**src/rtl/mc_pkg.sv**
```systemverilog
package mc_pkg;
    typedef enum logic {
        MC_IDLE = 1'b0,
        MC_HOLD = 1'b1
    } mc_state_t;

    localparam int MC_ADDR_W  = 32;
    localparam int MC_NUM_WIN = 2;
    localparam int MC_WIN_LG2 = 3;
endpackage

```
**src/rtl/mc_vec_decode.sv**
```systemverilog
module mc_vec_decode #(
    parameter int ADDR_W  = 32,
    parameter int NUM_WIN = 2,
    parameter int WIN_LG2 = 3,
    parameter logic [NUM_WIN-1:0][ADDR_W-1:0] WIN_BASE = '0
) (
    input  logic [ADDR_W-1:0] addr,
    output logic              hit
);
    localparam int TAG_W = ADDR_W - WIN_LG2;

    logic [NUM_WIN-1:0] win_hit;

    genvar w;
    generate
        for (w = 0; w < NUM_WIN; w++) begin : g_win
            localparam logic [TAG_W-1:0] TAG = WIN_BASE[w][ADDR_W-1:WIN_LG2];
            assign win_hit[w] = (addr[ADDR_W-1:WIN_LG2] == TAG);
        end
    endgenerate

    assign hit = |win_hit;
endmodule

```
**src/rtl/mc_fsm.sv**
```systemverilog
module mc_fsm
    import mc_pkg::*;
(
    input  logic clk,
    input  logic rst,
    input  logic raise,
    input  logic taken,
    output logic pending
);
    mc_state_t state_q, state_d;

    always_ff @(posedge clk) begin
        if (rst) state_q <= MC_IDLE;
        else     state_q <= state_d;
    end

    always_comb begin
        state_d = state_q;
        unique case (state_q)
            MC_IDLE: if (raise) state_d = MC_HOLD;   // T_RAISE
            MC_HOLD: if (taken) state_d = MC_IDLE;   // T_TAKEN
            default: state_d = MC_IDLE;
        endcase
    end

    always_comb begin
        pending = 1'b0;
        unique case (state_q)
            MC_IDLE: pending = 1'b0;
            MC_HOLD: pending = 1'b1;
            default: pending = 1'b0;
        endcase
    end
endmodule

```
**src/rtl/mc_pin_drive.sv**
```systemverilog
module mc_pin_drive (
    input  logic shared,
    input  logic pending,
    output logic out_n,
    output logic oe
);
    always_comb begin
        if (shared) begin
            oe    = pending;
            out_n = 1'b0;
        end else begin
            oe    = 1'b1;
            out_n = ~pending;
        end
    end
endmodule

```
**src/rtl/mcp_ctrl.sv**
```systemverilog
module mcp_ctrl
    import mc_pkg::*;
#(
    parameter int ADDR_W = MC_ADDR_W,
    parameter logic [ADDR_W-1:0] LOW_VEC  = 32'h0000_0200,
    parameter logic [ADDR_W-1:0] HIGH_VEC = 32'hFFF0_0200
) (
    input  logic              clk,
    input  logic              rst,
    input  logic              err_pulse,
    input  logic              bus_ts,
    input  logic              bus_rd,
    input  logic [ADDR_W-1:0] bus_addr,
    input  logic              cfg_shared,
    output logic              mc_out_n,
    output logic              mc_oe,
    output logic              mc_pending
);
    localparam logic [MC_NUM_WIN-1:0][ADDR_W-1:0] BASES = {HIGH_VEC, LOW_VEC};

    logic vec_hit;
    logic taken;
    logic pend;

    mc_vec_decode #(
        .ADDR_W  (ADDR_W),
        .NUM_WIN (MC_NUM_WIN),
        .WIN_LG2 (MC_WIN_LG2),
        .WIN_BASE(BASES)
    ) u_dec (
        .addr(bus_addr),
        .hit (vec_hit)
    );

    assign taken = bus_ts & bus_rd & vec_hit;

    mc_fsm u_fsm (
        .clk    (clk),
        .rst    (rst),
        .raise  (err_pulse),
        .taken  (taken),
        .pending(pend)
    );

    mc_pin_drive u_pin (
        .shared (cfg_shared),
        .pending(pend),
        .out_n  (mc_out_n),
        .oe     (mc_oe)
    );

    assign mc_pending = pend;
endmodule

```
**config.mk**
```make
export PLATFORM = sky130hd
export DESIGN_NAME = mcp_ctrl
export DESIGN_NICKNAME = d
export VERILOG_FILES = /design/src/rtl/mc_pkg.sv /design/src/rtl/mc_vec_decode.sv /design/src/rtl/mc_fsm.sv /design/src/rtl/mc_pin_drive.sv /design/src/rtl/mcp_ctrl.sv
export SDC_FILE = /design/constraint.sdc
export NUM_CORES = 1
export LEC_CHECK = 0
export ABC_AREA = 1
export BUFFER_PORTS_ARGS = -buffer_cell sky130_fd_sc_hd__buf_2
export CORE_AREA = 5 5 42 44
export CTS_CLUSTER_DIAMETER = 60
export DETAILED_ROUTE_END_ITERATION = 8
export DIE_AREA = 0 0 47 49
export HOLD_SLACK_MARGIN = 0.06
export SETUP_SLACK_MARGIN = 0.1
export SLEW_MARGIN = 5
export SYNTH_ARGS = -nofsm -noshare
export SYNTH_HDL_FRONTEND = slang
export SYNTH_SLANG_ARGS = --single-unit
```
**constraint.sdc**
```tcl
create_clock -name clk -period 1 [get_ports clk]
set_clock_uncertainty 0.1 [all_clocks]
set_input_delay 0.05 -clock clk [delete_from_list [all_inputs] [get_ports clk]]
set_output_delay 0.05 -clock clk [all_outputs]
set_load 0.005 [all_outputs]
```
## Word-level counts from Yosys, hierarchy flattened

Cells that the tools add are included.

- Flip-flop bits (word level): 1
- Input port bits: 38
- Output and inout port bits: 3
- Word-level logic and storage cells: 14

- Eq/ne operators: 2
- Mux-type cells: 6
- Bitwise logic cells: 4
- Reduce and logical (&&, ||, !) cells: 1

Operator list:

| operator | number |
|---|---|
| $eq 29x29->1 const B | 1 |
| $eq 29x7->1 const B | 1 |
| $mux 1 | 4 |
| $pmux 1 s2 | 2 |
| $and 1x1->1 | 2 |
| $not 1->1 | 2 |
| $reduce_or 2->1 | 1 |

## Depth between registers and ports, before layout

- Word-level depth: 5
- Mapped depth: 7
- Mapped depth without buffers: 7

## Cells and area by module

From an unflattened synthesis, not the netlist that was laid out.

- Cells, all modules: 54
- Area total of the unflattened synthesis: 237.7 um^2

By module, submodules not included:

| module | instances | cells each | area each (um^2) |
|---|---|---|---|
| mc_vec_decode | 1 | 42 | 171.4 |
| mc_fsm | 1 | 6 | 41.3 |
| mcp_ctrl | 1 | 3 | 13.8 |
| mc_pin_drive | 1 | 3 | 11.3 |

## Least setup slack after synthesis

Ideal clock, no wire load.

- Path type: register to register
- Start: reg u_fsm.state_q
- End: reg u_fsm.state_q
- Setup time: 0.117 ns
- Arrival: 0.729 ns
- Setup slack: 0.054 ns
- Cell stages (with the launch flop): 6
- Path buffers: 0
- Period minus slack after synthesis: 0.946 ns
- Cell sequence: dfxtp_1 nand2_1 nor2_1 nand3_1 nor2_1 a21oi_1

- Cells in the longest elaborated chain, start to end: 2

RTL lines:

| what | line | text |
|---|---|---|
| start, declared | mc_fsm.sv:10 | `mc_state_t state_q, state_d;` |
| start signal, assigned | mc_fsm.sv:14 | `else state_q <= state_d;` |
| $not 1->1 | mc_fsm.sv:19 | `unique case (state_q)` |
| $pmux 1 s2 (*) | mc_fsm.sv:19 |  |

Every way passes the cells marked *; elsewhere a longest branch is shown, timed or not.
A chain may end at the register's enable or synchronous reset.

## Worst setup path after layout

Ends and elaborated chain as after synthesis.

==> impl_metrics.yaml <==
run_status:
  run_status: "finished, final reports clean"
floorplan:
  die_w_um: 47
  fp-row-count: 14
  coreArea_um2: 1400
  io_pins: 41
  die_h_um: 49
  start_util: 0.167
  dieArea_um2: 2300
sta:
  period_needed_ns: 0.861
  fin_setup_tns_ns: 0
  tightest_slew_ns: 0.159
  grt_setup_unrepaired: "true"
  drv_slew: 0
  timing.slew.headroom: 0.894
  setup-violations-final: 0
  layout_worst_path_cycle_share: 0.861
  hold_viol: 0
  fmax_ghz: 1.16
pwr:
  p_per_area_nw_per_um2: 373
  vdd_drop_max_mv: 0.147
  p_leak_nw: 0.291
  p_total_uw: 167
finish:
  drive_above_1_share: 0.429
  multi_input_area_um2: 176
  seq_area_um2: 21.3
  fin_cells: 107
  largest-register: "u_fsm.state_q"
  largest_register_ffs: 1
  n_fill_cell: 165
  syn2layout_area_growth_pct: 91.4
  top_regs: "u_fsm.state_q: 1 flops"
  diodes: 0
  layout.nets: 131
detailed_routing:
  wl_um: 768
  wire_per_inst_um: 7.18
  avgViaCountPerCell: 3.84
  drcViolationCount: 0
  firstDrtPassIters: 3
  detail-route-antenna-nets: 0
  drt_iter0_markers: 4
  vias: 411
synthesis:
  ys_warn_count: 0
  synth_cell_types: 11
  synth_ff_type: "dfxtp_1"
  yosysTopAreaCell: "nor2_1"
  seq_area_frac_synth: 0.0856
  avgSynthCellArea_um2: 4.41
  syn_inst: 53
  synth_fp_nets: 91
  synth_top_area_share: 0.289
  synth_common_cells: "nor2_1 (18), nand2_1 (16), inv_1 (10), nand3_1 (2)"
  synth_most_common_cell: "nor2_1"
  syn_area_um2: 234
  async_flop_share: 0
  synth_edf_count: 0
  synth_seq_cells: 1
  netlist_top_cells_area: "nor2_1 (29%), nand2_1 (26%), inv_1 (16%)"
cts:
  cts_resized: 0
  insertion_delay_ns: 0
  clkTransAtPathRegs_ns: 0
  cts-hold-fix-buffers: 0
setup_path:
  crit_buf_inv: 0
  arrival_ns: 0.64
  max_stage_delay_ns: 0.30
  path_max_fanout: 2
  crit_slowest_cell: "dfxtp_2"
  critPathLaunchType: "register"
  crit_family: "flip-flops"
  worstPathRequired_ns: 0.78
  path_cells: "nand2_1 -> nor2_1 -> nand3_1 -> nor2_1 -> a21oi_1"
  path_common_cell: "nor2_1"
  critical_path.endpoint_type: "register"
  path_class: "reg -> reg"
grt:
  overflow: 0
  grt_usage: 0.0534
  grt_pass1_vias: 315
  grt_pass1_wl_mm: 1.01
  antenna_found_initial: 0
  grt_max_degree: 5
placed_design:
  numPortBuffers: 37
  dp_cells: 106
  dp_hpwl_um: 724
  gp_routability_congestion: 0.591
job:
  drv_cap: 0
worst_hold_path:
  min_path_type: "in -> reg"
-- where the power goes --
group / switching, mW / total (mW) / internal [mW]
logic: 0.0479 / 0.121 / 0.0736
registers: 0.00135 / 0.0455 / 0.0442
clock network: 0 / 0 / 0
total: 0.0492 / 0.167 / 0.118
-- per-stage QoR --
step / util / cell area (um2) / hold slack (ns) / worst slack [ns]
finish: 0.320 / 448 / 0.199 / 0.139
global route: 0.320 / 448 / 0.234 / 0.00792
CTS: 0.320 / 448 / 0.207 / 0.114
detailed placement: 0.314 / 440 / 0.205 / 0.0491
global placement: 0.314 / 440 / 0.205 / 0.0757
floorplan: - / 235 / 0.0269 / 0.106
-- logic make-up (layout without fill, tap and decap cells) --
kind of cell,after synthesis,after routing,share of synthesized area
AOI/OAI and AO/OA,2,2,0.0535
buffers and inverters,10,48,0.160
and+or+nand+nor,40,40,0.701
DFF,1,1,0.0856
-- final timing paths --
path,start,to,slack [ns],cells after the start
max,u_fsm.state_q,u_fsm.state_q,0.14,5
min,rst,u_fsm.state_q,0.20,3
max reg2reg,u_fsm.state_q,u_fsm.state_q,0.14,5
min reg2reg,u_fsm.state_q,u_fsm.state_q,0.51,3
-- cell usage in the layout (no fill, tap or decap) --
master	count
nor2_1	18
dfxtp_2	1
a21oi_1	1
inv_1	10
o21bai_1	1
nand3_1	2
nand2_1	16
and2_0	1
or2_0	1
buf_2	37
nor3b_1	1
buf_4	1
nand4_1	1
-- cell type report --
class | count | share of cell area
Inverter | 10 | 0.0838
Timing Repair Buffer | 38 | 0.430
Tap cell | 16 | 0.0447
Multi-Input combinational cell | 42 | 0.394
Sequential cell | 1 | 0.0475
-- worst register-to-register path, cell delays in order (launching register included) --
cell and delay, ns:
dfxtp_2 0.30, nand2_1 0.05, nor2_1 0.07, nand3_1 0.07, nor2_1 0.09, a21oi_1 0.06
-- metal layers --
layer | share of wire | track usage | vias to the layer above
li1 | - | - | 232
met1 | 0.34 | 0.0568 | 156
met2 | 0.47 | 0.113 | 23
met3 | 0.19 | 0 | 0
met4 | 0 | 0 | 0
met5 | 0 | 0 | -
-- timing repair --
item / in CTS / in global routing
pin swaps: 1 / 0
buffers inserted: 1 / 0
hold endpoints to repair: 0 / 0
setup endpoints to repair: 1 / 1
Power figures use the tool's default switching activity.
